### src/rtl/sysport_pkg.sv
package sysport_pkg;
  localparam int PORT_AW = 16;
  localparam int BYTE_W  = 8;

  localparam logic [PORT_AW-1:0] PORT_CMD = 16'h00B2;
  localparam logic [PORT_AW-1:0] PORT_STS = 16'h00B3;
  localparam logic [PORT_AW-1:0] PORT_PRI = 16'h04D0;
  localparam logic [PORT_AW-1:0] PORT_SEC = 16'h04D1;
  localparam logic [PORT_AW-1:0] PORT_RST = 16'h0CF9;

  localparam logic [BYTE_W-1:0] KEEP_ALL  = 8'hFF;
  localparam logic [BYTE_W-1:0] KEEP_PRI  = 8'hF8;
  localparam logic [BYTE_W-1:0] KEEP_SEC  = 8'hDE;
  localparam logic [BYTE_W-1:0] KEEP_RST  = 8'h02;
  localparam logic [BYTE_W-1:0] OPEN_BUS  = 8'hFF;

  localparam int RST_KIND_BIT = 1;
  localparam int RST_GO_BIT   = 2;

  typedef enum logic [2:0] {
    SEL_NONE, SEL_CMD, SEL_STS, SEL_PRI, SEL_SEC, SEL_RST
  } port_sel_e;
endpackage

### src/rtl/sysport_decode.sv
module sysport_decode
  import sysport_pkg::*;
#(
  parameter int AW = PORT_AW
) (
  input  logic [AW-1:0] addr,
  output port_sel_e     sel
);
  always_comb begin
    unique case (addr)
      PORT_CMD: sel = SEL_CMD;
      PORT_STS: sel = SEL_STS;
      PORT_PRI: sel = SEL_PRI;
      PORT_SEC: sel = SEL_SEC;
      PORT_RST: sel = SEL_RST;
      default:  sel = SEL_NONE;
    endcase
  end
endmodule

### src/rtl/sysport_bytereg.sv
module sysport_bytereg #(
  parameter int             W         = 8,
  parameter logic [W-1:0]   KEEP      = '1,
  parameter bit             ON_CHANGE = 1'b0
) (
  input  logic         clk,
  input  logic         rst,
  input  logic         we,
  input  logic [W-1:0] d,
  output logic [W-1:0] q
);
  logic [W-1:0] masked;
  logic         load;

  assign masked = d & KEEP;

  generate
    if (ON_CHANGE) begin : g_cmp
      assign load = we && (masked != q);
    end else begin : g_plain
      assign load = we;
    end
  endgenerate

  always_ff @(posedge clk) begin
    if (rst)       q <= '0;
    else if (load) q <= masked;
  end
endmodule

### src/rtl/sysport_rstctl.sv
module sysport_rstctl
  import sysport_pkg::*;
#(
  parameter int W = BYTE_W
) (
  input  logic         clk,
  input  logic         rst,
  input  logic         we,
  input  logic [W-1:0] d,
  output logic         hard_req,
  output logic         soft_req
);
  logic go;
  assign go = we && d[RST_GO_BIT];

  always_ff @(posedge clk) begin
    if (rst) begin
      hard_req <= 1'b0;
      soft_req <= 1'b0;
    end else begin
      hard_req <= go &&  d[RST_KIND_BIT];
      soft_req <= go && !d[RST_KIND_BIT];
    end
  end
endmodule

### src/rtl/sysport_regs.sv
module sysport_regs
  import sysport_pkg::*;
#(
  parameter int AW = PORT_AW,
  parameter int DW = BYTE_W
) (
  input  logic          clk,
  input  logic          rst,
  input  logic [AW-1:0] io_addr,
  input  logic [DW-1:0] io_wdata,
  input  logic          io_wr,
  input  logic          io_rd,
  output logic [DW-1:0] io_rdata,
  output logic [DW-1:0] pri_mode,
  output logic [DW-1:0] sec_mode,
  output logic          smi_pulse,
  output logic [DW-1:0] smi_code,
  output logic          hard_rst_req,
  output logic          soft_rst_req
);
  port_sel_e     sel;
  logic [DW-1:0] cmd_q, sts_q, rst_q;

  sysport_decode #(.AW(AW)) u_dec (.addr(io_addr), .sel(sel));

  sysport_bytereg #(.W(DW), .KEEP(KEEP_ALL), .ON_CHANGE(1'b0)) u_cmd (
    .clk(clk), .rst(rst), .we(io_wr && sel == SEL_CMD), .d(io_wdata), .q(cmd_q));
  sysport_bytereg #(.W(DW), .KEEP(KEEP_ALL), .ON_CHANGE(1'b0)) u_sts (
    .clk(clk), .rst(rst), .we(io_wr && sel == SEL_STS), .d(io_wdata), .q(sts_q));
  sysport_bytereg #(.W(DW), .KEEP(KEEP_PRI), .ON_CHANGE(1'b1)) u_pri (
    .clk(clk), .rst(rst), .we(io_wr && sel == SEL_PRI), .d(io_wdata), .q(pri_mode));
  sysport_bytereg #(.W(DW), .KEEP(KEEP_SEC), .ON_CHANGE(1'b1)) u_sec (
    .clk(clk), .rst(rst), .we(io_wr && sel == SEL_SEC), .d(io_wdata), .q(sec_mode));
  sysport_bytereg #(.W(DW), .KEEP(KEEP_RST), .ON_CHANGE(1'b0)) u_rst (
    .clk(clk), .rst(rst), .we(io_wr && sel == SEL_RST), .d(io_wdata), .q(rst_q));

  sysport_rstctl #(.W(DW)) u_rctl (
    .clk(clk), .rst(rst), .we(io_wr && sel == SEL_RST), .d(io_wdata),
    .hard_req(hard_rst_req), .soft_req(soft_rst_req));

  assign smi_code = cmd_q;

  always_ff @(posedge clk) begin
    if (rst) smi_pulse <= 1'b0;
    else     smi_pulse <= io_wr && sel == SEL_CMD;
  end

  always_ff @(posedge clk) begin
    if (rst) begin
      io_rdata <= '0;
    end else if (io_rd) begin
      unique case (sel)
        SEL_CMD: io_rdata <= cmd_q;
        SEL_STS: io_rdata <= sts_q;
        SEL_PRI: io_rdata <= pri_mode;
        SEL_SEC: io_rdata <= sec_mode;
        SEL_RST: io_rdata <= rst_q;
        default: io_rdata <= OPEN_BUS;
      endcase
    end
  end
endmodule

### config.mk
export PLATFORM = sky130hd
export DESIGN_NAME = sysport_regs
export DESIGN_NICKNAME = d
export VERILOG_FILES = /design/src/rtl/sysport_pkg.sv /design/src/rtl/sysport_decode.sv /design/src/rtl/sysport_bytereg.sv /design/src/rtl/sysport_rstctl.sv /design/src/rtl/sysport_regs.sv
export SDC_FILE = /design/constraint.sdc
export NUM_CORES = 1
export LEC_CHECK = 0
export BUFFER_PORTS_ARGS = -buffer_cell sky130_fd_sc_hd__buf_2
export CAP_MARGIN = 5
export CORE_UTILIZATION = 45
export DETAILED_ROUTE_END_ITERATION = 16
export PLACE_DENSITY_LB_ADDON = 0.12
export SLEW_MARGIN = 20
export SYNTH_ARGS = -nofsm -noshare
export SYNTH_HDL_FRONTEND = slang
export SYNTH_SLANG_ARGS = --single-unit
### constraint.sdc
create_clock -name clk -period 1.85 [get_ports clk]
set_clock_uncertainty 0.1 [all_clocks]
set_input_delay 0 -clock clk [delete_from_list [all_inputs] [get_ports clk]]
set_output_delay 0 -clock clk [all_outputs]
set_load 0.01 [all_outputs]
After elaboration in Yosys (flattened, before gate mapping)
Index checks and enable logic that the tools add are counted.
- eq/ne operators: 12
- reductions and logical operators: 11
- mux-type cells: 2
- operators with widths (operator ; number):
    case mux 8 bit (5 select lines) ; 1
    equality test 16 x 11 -> 1 bit, second input constant ; 2
    equality test 16 x 8 -> 1 bit, second input constant ; 2
    equality test 16 x 12 -> 1 bit, second input constant ; 1
    case mux 3 bit (5 select lines) ; 1
    logical AND 1 bit ; 10
    equality test 3 x 2 -> 1 bit, second input constant ; 2
    equality test 3 bit, second input constant ; 2
    != test 6 bit ; 1
    != test 5 bit ; 1
    equality test 3 x 1 -> 1 bit, second input constant ; 1
    logical NOT 1 bit ; 1
- output and inout bits: 35
- word-level logic and storage cells: 34
- input port bits: 28
- register bits: 39

Logic depth before layout (Yosys ltp)
Gate-level depths: netlist of run 1.
- word-level depth: 6
- mapped depth: 7
- gate-level depth less buffers: 5

Cells and area by module
From an unflattened synthesis of run 1, not the netlist that was laid out.
- cell total of the unflattened synthesis: 252
- area, all modules: 2183.3 µm²
- by module, submodules not included (module ; seq. area each (µm²) ; cells each ; area each (µm²) ; instances):
    sysport_regs ; 180.2 ; 116 ; 804.5 ; 1
    sysport_bytereg (u_cmd ...) ; 160.2 ; 26 ; 285.3 ; 2
    sysport_bytereg (u_sec) ; 120.1 ; 33 ; 325.3 ; 1
    sysport_bytereg (u_pri) ; 100.1 ; 20 ; 206.4 ; 1
    sysport_decode ; 0.0 ; 16 ; 122.6 ; 1
    sysport_bytereg (u_rst) ; 20.0 ; 11 ; 90.1 ; 1
    sysport_rstctl ; 40.0 ; 4 ; 63.8 ; 1

Worst setup path before layout of run 1
Ideal clock, no wire load.
- path type: in2reg
- start: input io_addr[11]
- end: register u_sec.q[1]
- cell stages on the path: 6
- data required time: 1.622 ns
- library setup time: 0.128 ns
- buffers on the path: 1
- arrival: 1.579 ns
- slack: 0.044 ns
- cell sequence: clkbuf_2 > or4b_2 > nor4_4 > o211ai_2 > mux2i_1 > nor2_1
- word-level cells in the longest chain between the ends: 5
- elaborated cells between the ends (all ways): 9
- classes of those cells: 6 x eq/ne; 1 x mux; 2 x reduce/logical
- RTL lines (element ; RTL line ; text):
    start, declared ; sysport_regs.sv:9 ; input logic [AW-1:0] io_addr,
    equality test 16 x 12 -> 1 bit (tied with other cells) ; sysport_decode.sv:10 ; unique case (addr)
    case mux 3 bit (5 select lines) * ; sysport_decode.sv:10 ;
    equality test 3 bit * ; sysport_regs.sv:33 ; .clk(clk), .rst(rst), .we(io_wr && sel == SEL_SEC), .d(io_wdata), .q(sec_mode));
    logical AND 1 bit * ; sysport_regs.sv:33 ;
    logical AND 1 bit * ; sysport_bytereg.sv:19 ; assign load = we && (masked != q);
    end signal, assigned ; sysport_bytereg.sv:27 ; else if (load) q <= masked;
    end, declared ; sysport_bytereg.sv:10 ; output logic [W-1:0] q
Every way passes the cells marked *; elsewhere a longest branch is shown, timed or not.
A chain may end at the register's enable or synchronous reset.

Final worst setup path of run 1
- start: input io_addr[13]
- end: register io_rdata[2]
- word-level cells in the longest chain between the ends: 4
- elaborated cells between the ends (all ways): 12
- classes of those cells: 10 x eq/ne; 2 x mux
- RTL lines (element ; RTL line ; text):
    equality test 16 x 12 -> 1 bit (tied with other cells) ; sysport_decode.sv:10 ;
    case mux 3 bit (5 select lines) * ; sysport_decode.sv:10 ;
    equality test 3 bit (tied with other cells) ; sysport_regs.sv:52 ; unique case (sel)
    case mux 8 bit (5 select lines) * ; sysport_regs.sv:52 ;
    end signal, assigned ; sysport_regs.sv:53 ; SEL_CMD: io_rdata <= cmd_q;
    end signal, assigned ; sysport_regs.sv:54 ; SEL_STS: io_rdata <= sts_q;
    end signal, assigned ; sysport_regs.sv:55 ; SEL_PRI: io_rdata <= pri_mode;
    end, declared ; sysport_regs.sv:13 ; output logic [DW-1:0] io_rdata,
Marks and branches as above.

==> results.py, run 1 <==
metrics = {
    "floorplan": {
        "rows": 23,
        "start_util_pct": 47.8,
        "die_x_um": 67.9,
        "core_mm2": 0.00409,
        "pin_count": 63,
        "fp.dieH_um": 67.9,
        "die_area_mm2": 0.00461,
    },
    "clock_tree": {
        "clockBufferDepth": 2,
        "post_cts_buffers": 0,
        "cts_root_buf": "clkbuf_8",
        "cts_max_level": 2,
        "cts_sinks": 39,
        "cts_made_buffers": 5,
        "tritoncts": "built",
        "clock_latency_ns": 0.29,
        "clk_pin_slew_ns": 0.07,
    },
    "final_layout": {
        "drive_gt1_share_pct": 31.8,
        "final_area_mm2": 0.00256,
        "synthToLayoutAreaGrowth_pct": 31.1,
        "final_nets": 336,
        "nFillCells": 383,
        "n_antenna_cell": 0,
    },
    "yosys": {
        "synth.cell_area_mm2": 0.00195,
        "yosysUniqueCellTypes": 48,
        "ys_seq_area_share_pct": 39.9,
        "yosys.area.top_type": "dfxtp_1",
        "syn_area_per_cell_um2": 8.61,
        "ys_top_cells_by_count": "39 x dfxtp_1, 31 x nand2_1, 27 x nand3_1",
        "ys_async_sr_fraction_pct": 0,
        "synthFlopType": "dfxtp_1",
        "yosys_warnings": 0,
        "syn_inst": 227,
        "synth_seq_cells": 39,
        "yosysTopAreaCellShare_pct": 39.9,
        "synthTopCellsByArea": "dfxtp_1 40%, nand3_1 6.9%, nand2_1 6.0%",
        "synth_edf_count": 0,
        "yosysMostFrequentCell": "dfxtp_1",
    },
    "setup_path": {
        "cp.required_ns": 1.96,
        "cp_top_family": "simple AND/OR/NAND/NOR gates",
        "critPathSlowestCell": "or4_4",
        "cp_num_buf_inv": 2,
        "worstPathCellList": "buf_2, or4_4, buf_4, nor4_1, a222oi_1, a211oi_2",
        "r2r-end": "u_sec.q[3]",
        "cpPeakStageDelay_ns": 0.60,
        "path_class": "in -> reg",
        "r2r-start": "u_sec.q[1]",
        "r2r_slack_ns": 0.20,
        "startpoint_type": "input pin",
        "cp_max_fo": 8,
        "ff2ff_path_depth": 5,
        "cp-end-kind": "flop",
        "worstPathArrival_ns": 1.87,
    },
    "routing": {
        "antenna_left": 0,
        "vias_per_cell": 5.51,
        "drt_iter0_markers": 138,
        "drc": 0,
        "route.vias.total": 1972,
        "wl_per_cell_um": 15.3,
        "drtPass1Iterations": 5,
        "wirelength_um": 5470,
    },
    "sta": {
        "drv_slew": 0,
        "slew_headroom_pct": 60.1,
        "rsz0062_at_grt": "no",
        "setup_viol": 0,
        "fin_ws_ns": 0.0868,
        "post-route-period-util_pct": 95.3,
        "fmax_mhz": 567,
        "worstMarginPinSlew_ns": 0.598,
        "hold_violations": 0,
        "whs_ns": 0.0595,
        "post-route-min-period_ns": 1.76,
    },
    "grt": {
        "grt_max_degree": 33,
        "antenna_found_initial": 0,
        "grt_pass1_wl_um": 8480,
        "track_usage_pct": 25.2,
        "grt_pass1_vias": 1742,
        "grt_overflow": 0,
    },
    "run": {
        "cap_violations": 0,
    },
    "placement": {
        "place_congestion": 0.890,
        "io_buffers": 57,
        "dp_slack_ns": -0.169,
        "postPlaceCellArea_mm2": 0.00238,
        "dp_hpwl_um": 4050,
    },
    "power": {
        "fin_total_pwr_w": 0.00162,
        "ir_drop_v": 0.000462,
        "power_density_mw_per_mm2": 631,
        "p_leak_nw": 1.12,
    },
    "min_path": {
        "hold_end": "u_cmd.q[5]",
        "whs_path_depth": 3,
        "min-delay-start": "io_wr",
        "hold_class": "in -> reg",
    },
    "status": {
        "status": "finished clean",
    },
}
[cells by family after synthesis]
group / share of synthesized area (%)
AND/OR/NAND/NOR: 30.9
other: 0.192
buffers and inverters: 5.06
flip-flops: 39.9
multiplexers: 5.12
AO/OA/AOI/OAI: 16.1
XOR/XNOR: 2.69
[worst reg2reg max path: cells and delay by family, from the launching register on]
family | cells | cell delay (ns)
AO/OA/AOI/OAI | 1 | 0.44
AND/OR/NAND/NOR | 2 | 0.18
XOR/XNOR | 1 | 0.14
flip-flops | 1 | 0.41
multiplexers | 1 | 0.25
[sequential cells by signal, summed over array words and instances, names as in the netlist]
| signal | flops |
|---|---|
| io_rdata | 8 |
| smi_pulse | 1 |
| u_cmd.q | 8 |
| u_pri.q | 5 |
| u_rctl.hard_req | 1 |
| u_rctl.soft_req | 1 |
| u_rst.q | 1 |
| u_sec.q | 6 |
| u_sts.q | 8 |
[repair_timing]
item                      4_1_cts  5_1_grt
hold endpoints to repair       31        0
hold buffers                    9        0
resized for setup               0        0
[power breakdown]
| part | internal (W) | switching (W) | total [W] |
|---|---|---|---|
| combinational | 0.0000774 | 0.0000998 | 0.000177 |
| clock | 0.000292 | 0.000288 | 0.000581 |
| sequential | 0.000851 | 0.00000611 | 0.000857 |
| total | 0.00122 | 0.000394 | 0.00162 |
[cell type report]
class,count,area (um2),share of cell area [%]
clock buffer,6,82.6,3.22
clock inverter,1,5.00,0.195
multi-input combinational,174,1090,42.6
sequential,39,781,30.5
timing repair buffer,88,541,21.1
tap,50,62.6,2.44
[metrics by stage]
step	utilization [%]	std cells	setup TNS [ns]
2_1_floorplan	-	231	0
3_3_place_gp	58.3	342	-0.163
3_5_place_dp	58.3	342	-0.491
4_1_cts	62.7	358	0
5_1_grt	62.7	358	0
6_report	62.7	358	0
[metal layers]
metal	vias up	share of wire [%]	GRT usage [%]
met5	-	0	0
met4	0	1.2	8.59
met3	7	5.7	4.33
met2	67	44	37.3
met1	909	49	36.4
li1	989	-	-
[worst max path at each step]
stage	slack, ns	depth (start not counted)	to	startpoint
after global placement	-0.12	6	io_rdata[2]	io_addr[13]
after detailed placement	-0.17	6	io_rdata[2]	io_addr[13]
after global routing	0.03	6	io_rdata[2]	io_addr[13]
after CTS	0.10	6	io_rdata[2]	io_addr[13]
final	0.09	6	io_rdata[2]	io_addr[13]
after floorplan	0.04	6	u_sec.q[1]	io_addr[11]
[layout by cell type (no fill, tap or decap), types with 2 or more instances in the layout]
cell type,Yosys,routed
clkbuf_8,0,6
a211oi_2,2,2
a211oi_1,2,2
o21bai_1,5,5
a222oi_1,2,2
xnor2_1,6,6
buf_4,5,22
or3_1,2,2
conb_1,1,5
nor2_1,16,16
mux2i_1,10,10
a31oi_1,3,3
nand2_1,31,31
nor4b_1,2,2
or4bb_1,2,2
dlygate4sd3_1,0,9
buf_2,3,57
nand4_1,2,2
a2bb2oi_1,3,3
nor4_4,2,2
nor4_1,7,7
nand3_1,27,27
a21oi_1,23,23
dfxtp_1,39,39
Power figures use the tool's default switching activity.
==> run 2: changes to the inputs <==
--- a/config.mk
+++ b/config.mk
@@ -7,7 +7,7 @@
 export LEC_CHECK = 0
 export BUFFER_PORTS_ARGS = -buffer_cell sky130_fd_sc_hd__buf_2
 export CAP_MARGIN = 5
-export CORE_UTILIZATION = 45
+export CORE_UTILIZATION = 54
 export DETAILED_ROUTE_END_ITERATION = 16
 export PLACE_DENSITY_LB_ADDON = 0.12
 export SLEW_MARGIN = 20
==> constraint.sdc (replaced) <==
create_clock -name clk -period 2.15 [get_ports clk]
set_clock_uncertainty 0.1 [all_clocks]
set_input_delay 0 -clock clk [delete_from_list [all_inputs] [get_ports clk]]
set_output_delay 0 -clock clk [all_outputs]
set_load 0.01 [all_outputs]
==> run 2 against run 1 <==
  * Clock power shrank 27%
  * First-iteration DRC count grew 29%
  * Sequential share of layout area grew 1.2 points
  * Critical path depth grew 2
  * Die area shrank 16%
  * Cell area shrank 3.8%
  * Power shrank 19%
  * Wire length shrank 1.8%
  * Flip-flop and latch count is the same
==> results.py, run 2 (synthesized netlist as in run 1, its figures left out) <==
metrics = {
    "status": {
        "status": "finished clean",
    },
    "routing": {
        "route.vias.total": 1963,
        "drc": 0,
        "vias_per_cell": 5.76,
        "wl_per_cell_um": 15.7,
        "drtPass1Iterations": 4,
        "wirelength_um": 5370,
        "antenna_left": 0,
        "drt_iter0_markers": 178,
    },
    "run": {
        "cap_violations": 0,
    },
    "setup_path": {
        "worstPathArrival_ns": 2.19,
        "cp.required_ns": 2.31,
        "cp-end-kind": "flop",
        "startpoint_type": "input pin",
        "cp_max_fo": 11,
        "path_class": "in -> reg",
    },
    "final_layout": {
        "stdcell_count": 341,
        "drive_gt1_share_pct": 28.1,
        "final_area_mm2": 0.00246,
        "top_regs": "io_rdata x8, u_cmd.q x8, u_sts.q x8",
        "synthToLayoutAreaGrowth_pct": 26.1,
        "n_antenna_cell": 0,
        "layout_common_cells": "57 x buf_2, 39 x dfxtp_1, 31 x nand2_1, 27 x nand3_1, 23 x a21oi_1",
        "final_nets": 322,
        "fin_util_pct": 72.7,
        "layout_commonest_cell": "buf_2",
    },
    "sta": {
        "post-route-min-period_ns": 2.02,
        "post-route-period-util_pct": 94.0,
        "slew_headroom_pct": 52.8,
        "rsz0062_at_grt": "no",
        "setup_viol": 0,
        "hold_violations": 0,
        "worstMarginPinSlew_ns": 0.707,
        "fmax_mhz": 495,
        "fin_tns_setup_ns": 0,
        "drv_slew": 0,
    },
    "clock_tree": {
        "cts_root_buf": "clkbuf_4",
        "cts_sinks": 39,
        "clock_latency_ns": 0.34,
        "tritoncts": "built",
        "clockBufferDepth": 2,
        "cts_max_level": 2,
        "clk_pin_slew_ns": 0.11,
        "cts_made_buffers": 5,
        "post_cts_buffers": 0,
    },
    "placement": {
        "io_buffers": 57,
        "place_congestion": 0.878,
        "dp_hpwl_um": 3730,
        "postPlaceCellArea_mm2": 0.00226,
        "dp.cells": 321,
    },
    "power": {
        "p_leak_nw": 1.05,
        "fin_total_pwr_w": 0.00131,
        "ir_drop_v": 0.000418,
        "power_density_mw_per_mm2": 532,
    },
    "grt": {
        "grt_pass1_wl_um": 9060,
        "track_usage_pct": 30.1,
        "grt_overflow": 0,
        "grt_pass1_vias": 1831,
        "antenna_found_initial": 0,
        "grt_max_degree": 40,
    },
    "floorplan": {
        "die_x_um": 62.2,
        "start_util_pct": 57.7,
        "pin_count": 63,
        "rows": 21,
        "die_area_mm2": 0.00386,
        "fp.dieH_um": 62.2,
        "core_mm2": 0.00339,
    },
    "min_path": {
        "hold_class": "in -> reg",
    },
}
run 2: cell types whose count changed in the layout (fill, tap and decap cells not counted), sizes merged:
cell,before,now
buf,79,62
dlygate4sd3,9,12
clkinv,1,0
clkbuf,6,8
run 2: worst max-delay path, cell delays in order:
cell           delay (ns)
dlygate4sd3_1        0.53
buf_2                0.18
nand4bb_2            0.40
nor4_1               0.43
buf_4                0.25
a22o_1               0.15
a211oi_1             0.05
a211oi_1             0.19
run 2: routing by layer:
metal	part of all wire, %	vias to the layer above	track usage (%)
met5	0	-	0
met4	1.8	0	11.9
met3	8.3	10	7.54
met2	45	94	44.5
met1	45	900	41.9
li1	-	959	-
run 2: area by class of cell:
cell class	instances	area (um2)
Clock buffer	8	68.8
Fill cell	273	926
Tap cell	46	57.6
Sequential cell	39	781
Timing Repair Buffer	74	455
Multi-Input combinational cell	174	1100
run 2: final timing paths:
path	slack (ns)	endpoint	cells past startpoint	start
hold reg to reg	0.36	u_sts.q[0]	2	u_sts.q[0]
setup reg to reg	0.45	u_sec.q[1]	5	u_sec.q[1]
hold / removal	0.07	u_sts.q[5]	5	io_addr[10]
setup / recovery	0.13	io_rdata[6]	8	io_addr[3]
run 2: stage by stage:
| step | hold WS, ns | setup slack, ns |
|---|---|---|
| 6_report | 0.0659 | 0.129 |
| 5_1_grt | 0.0509 | 0.0217 |
| 4_1_cts | 0.0461 | 0.0773 |
| 3_5_place_dp | 0.179 | 0.208 |
| 3_3_place_gp | 0.170 | 0.217 |
| 2_1_floorplan | -0.0243 | 0.344 |
run 2: repair_timing:
item	4_1_cts	5_1_grt
gates resized for setup	0	2
hold buffers	12	0
endpoints found under the setup margin	0	18
hold endpoints to repair	39	0
run 2: power by group:
| group | total, W | internal (W) | switching [W] | leakage, nW |
|---|---|---|---|---|
| Sequential | 0.000739 | 0.000733 | 0.00000618 | 0.317 |
| Combinational | 0.000150 | 0.0000629 | 0.0000875 | 0.691 |
| Clock | 0.000422 | 0.000192 | 0.000230 | 0.0386 |
| Total | 0.00131 | 0.000988 | 0.000323 | 1.05 |
==> run 3: changes to the inputs <==
--- a/config.mk
+++ b/config.mk
@@ -5,9 +5,10 @@
 export SDC_FILE = /design/constraint.sdc
 export NUM_CORES = 1
 export LEC_CHECK = 0
+export ABC_AREA = 1
 export BUFFER_PORTS_ARGS = -buffer_cell sky130_fd_sc_hd__buf_2
 export CAP_MARGIN = 5
-export CORE_UTILIZATION = 54
+export CORE_UTILIZATION = 55
 export DETAILED_ROUTE_END_ITERATION = 16
 export PLACE_DENSITY_LB_ADDON = 0.12
 export SLEW_MARGIN = 20
==> run 3 against run 2 <==
  * Sequential power hardly changed
  * Largest power group unchanged
  * First-iteration DRC count decreased by 59%
  * Count of clock-buffer cells in the layout down 2
  * Cell area rose by 9.4%
  * Power up 3.3%
  * Via count up 15%
  * Synthesized cell count increased by 51%
  * Final cell count grew 33%
  * Register-to-register slack improved by 0.22 ns
  * Setup slack gained 0.48 ns
==> results.py, run 3 <==
metrics = {
    "yosys": {
        "synthFlopType": "dfxtp_1",
        "synth_top_family_by_area": "simple AND/OR/NAND/NOR gates",
        "ys_top_cells_by_count": "68 x nand2_1, 62 x nor2_1, 40 x inv_1",
        "yosys.area.top_type": "dfxtp_1",
        "syn_area_per_cell_um2": 6.58,
        "synth_seq_cells": 39,
        "muxShareOfSynthArea_pct": 0,
        "synth_compound_area_share_pct": 9.56,
        "yosysUniqueCellTypes": 30,
        "yosysTopAreaCellShare_pct": 34.7,
        "synth.cell_area_mm2": 0.00225,
        "ys_seq_area_share_pct": 34.7,
        "synth_edf_count": 0,
        "synth-xor-area-share_pct": 1.95,
        "synthSimpleGateAreaFrac_pct": 41.4,
        "synthTopCellsByArea": "dfxtp_1 35%, nand2_1 11%, nor2_1 10%",
        "yosysMostFrequentCell": "nand2_1",
        "syn_inst": 342,
        "yosys.area_share.adder_pct": 0,
        "yosys_warnings": 0,
        "ys_async_sr_fraction_pct": 0,
    },
    "final_layout": {
        "final_area_mm2": 0.00270,
        "synthToLayoutAreaGrowth_pct": 19.7,
        "final_nets": 435,
        "layout_commonest_cell": "nand2_1",
        "layout_common_cells": "68 x nand2_1, 62 x nor2_1, 57 x buf_2, 40 x inv_1, 39 x dfxtp_1",
        "drive_gt1_share_pct": 22.7,
        "top_regs": "io_rdata x8, u_cmd.q x8, u_sts.q x8",
        "n_antenna_cell": 0,
    },
    "placement": {
        "postPlaceCellArea_mm2": 0.00251,
        "dp_hpwl_um": 3750,
        "io_buffers": 57,
        "place_congestion": 0.823,
    },
    "setup_path": {
        "startpoint_type": "input pin",
        "path_class": "in -> reg",
        "cp-end-kind": "flop",
        "cp_max_fo": 11,
        "worstPathArrival_ns": 1.62,
        "cp.required_ns": 2.23,
    },
    "sta": {
        "drv_slew": 0,
        "post-route-period-util_pct": 71.7,
        "hold_violations": 0,
        "rsz0062_at_grt": "no",
        "slew_headroom_pct": 50.9,
        "post-route-min-period_ns": 1.54,
        "setup_viol": 0,
        "fin_tns_setup_ns": 0,
        "fmax_mhz": 649,
        "worstMarginPinSlew_ns": 0.736,
    },
    "run": {
        "cap_violations": 0,
    },
    "clock_tree": {
        "cts_max_level": 2,
        "clk_pin_slew_ns": 0.07,
        "cts_made_buffers": 5,
        "cts_sinks": 39,
        "post_cts_buffers": 0,
        "clockBufferDepth": 2,
        "cts_root_buf": "clkbuf_8",
        "tritoncts": "built",
        "clock_latency_ns": 0.29,
    },
    "power": {
        "p_leak_nw": 1.40,
        "ir_drop_v": 0.000409,
        "power_density_mw_per_mm2": 503,
    },
    "floorplan": {
        "die_x_um": 66.0,
        "pin_count": 63,
        "core_mm2": 0.00380,
        "rows": 22,
        "fp.dieH_um": 66.0,
        "start_util_pct": 59.3,
        "die_area_mm2": 0.00435,
    },
    "routing": {
        "drt_iter0_markers": 73,
        "drtPass1Iterations": 4,
        "antenna_left": 0,
        "drc": 0,
        "vias_per_cell": 4.98,
        "wirelength_um": 5210,
        "route.vias.total": 2260,
        "wl_per_cell_um": 11.5,
    },
    "grt": {
        "grt_max_degree": 27,
        "track_usage_pct": 25.7,
        "grt_pass1_wl_um": 8610,
        "grt_overflow": 0,
        "grt_pass1_vias": 2018,
        "antenna_found_initial": 0,
    },
    "status": {
        "status": "finished clean",
    },
    "min_path": {
        "hold_class": "in -> reg",
    },
}
[run 3: changes by cell type after synthesis, moves of 8 or more]
cell | before | now
nor2_4 | 0 | 8
nor2_1 | 16 | 62
nand3_1 | 27 | 36
inv_1 | 0 | 40
nand2_1 | 31 | 68
o21ai_0 | 0 | 17
mux2i_1 | 10 | 0
[run 3: report_power, final]
group	internal, W	total [W]	switching, W
clock	0.000216	0.000457	0.000240
combinational	0.0000644	0.000160	0.0000959
sequential	0.000733	0.000737	0.00000478
total	0.00101	0.00135	0.000341
[run 3: path summary, 6_finish.rpt]
path          startpoint          end  slack [ns]  depth (start not counted)
min reg2reg   u_sts.q[5]   u_sts.q[5]        0.34                          2
max reg2reg   u_sec.q[3]   u_sec.q[7]        0.67                          9
min                io_rd  io_rdata[0]        0.01                          4
max          io_wdata[6]   u_sec.q[7]        0.61                          9
[run 3: cell type report]
cell class,instances,area (um2)
multi-input cells,247,1210
fillers,338,1100
flip-flops and latches,39,781
repair buffers,69,403
inverters,45,170
clock buffers,6,72.6
well taps,48,60.1
[run 3: cell families (layout without fill, tap and decap cells)]
logic type,Yosys count,count (layout)
and+or+nand+nor,197,197
other,1,5
DFF,39,39
AOI/OAI and AO/OA,40,40
xor gates and xnor gates,5,5
buffers and inverters,60,120
[run 3: metal layers]
| layer | vias up | GRT usage (%) | wire length, um | share of wire (%) |
|---|---|---|---|---|
| met4 | 0 | 7.98 | 34 | 0.65 |
| li1 | 1188 | - | - | - |
| met5 | - | 0 | 0 | 0 |
| met2 | 62 | 45.5 | 2570 | 49 |
| met1 | 1006 | 31.2 | 2360 | 45 |
| met3 | 4 | 4.83 | 239 | 4.6 |
[run 3: worst max-delay path, stage by stage]
cell	delay, ns
dlygate4sd3_1	0.53
buf_2	0.17
or2_2	0.30
a21oi_1	0.13
nand3_1	0.12
nand3_2	0.20
nand2_1	0.07
nand2_1	0.06
nor2_1	0.05
[run 3: metrics by stage]
stage / std cells / hold WS, ns / utilization, % / total power (W) / worst slack (ns)
global placement: 437 / 0.156 / 66.1 / 0.000897 / 0.577
finish: 454 / 0.0124 / 70.9 / 0.00135 / 0.608
CTS: 454 / 0.00741 / 70.9 / 0.00136 / 0.624
detailed placement: 437 / 0.150 / 66.1 / 0.000899 / 0.526
floorplan: 346 / -0.0222 / - / 0.000844 / 0.773
global route: 454 / 0.0577 / 70.9 / 0.00141 / 0.439
[run 3: repair_timing]
action	CTS	global route
resized for setup	0	0
endpoints found under the hold margin	28	0
hold buffers	11	0
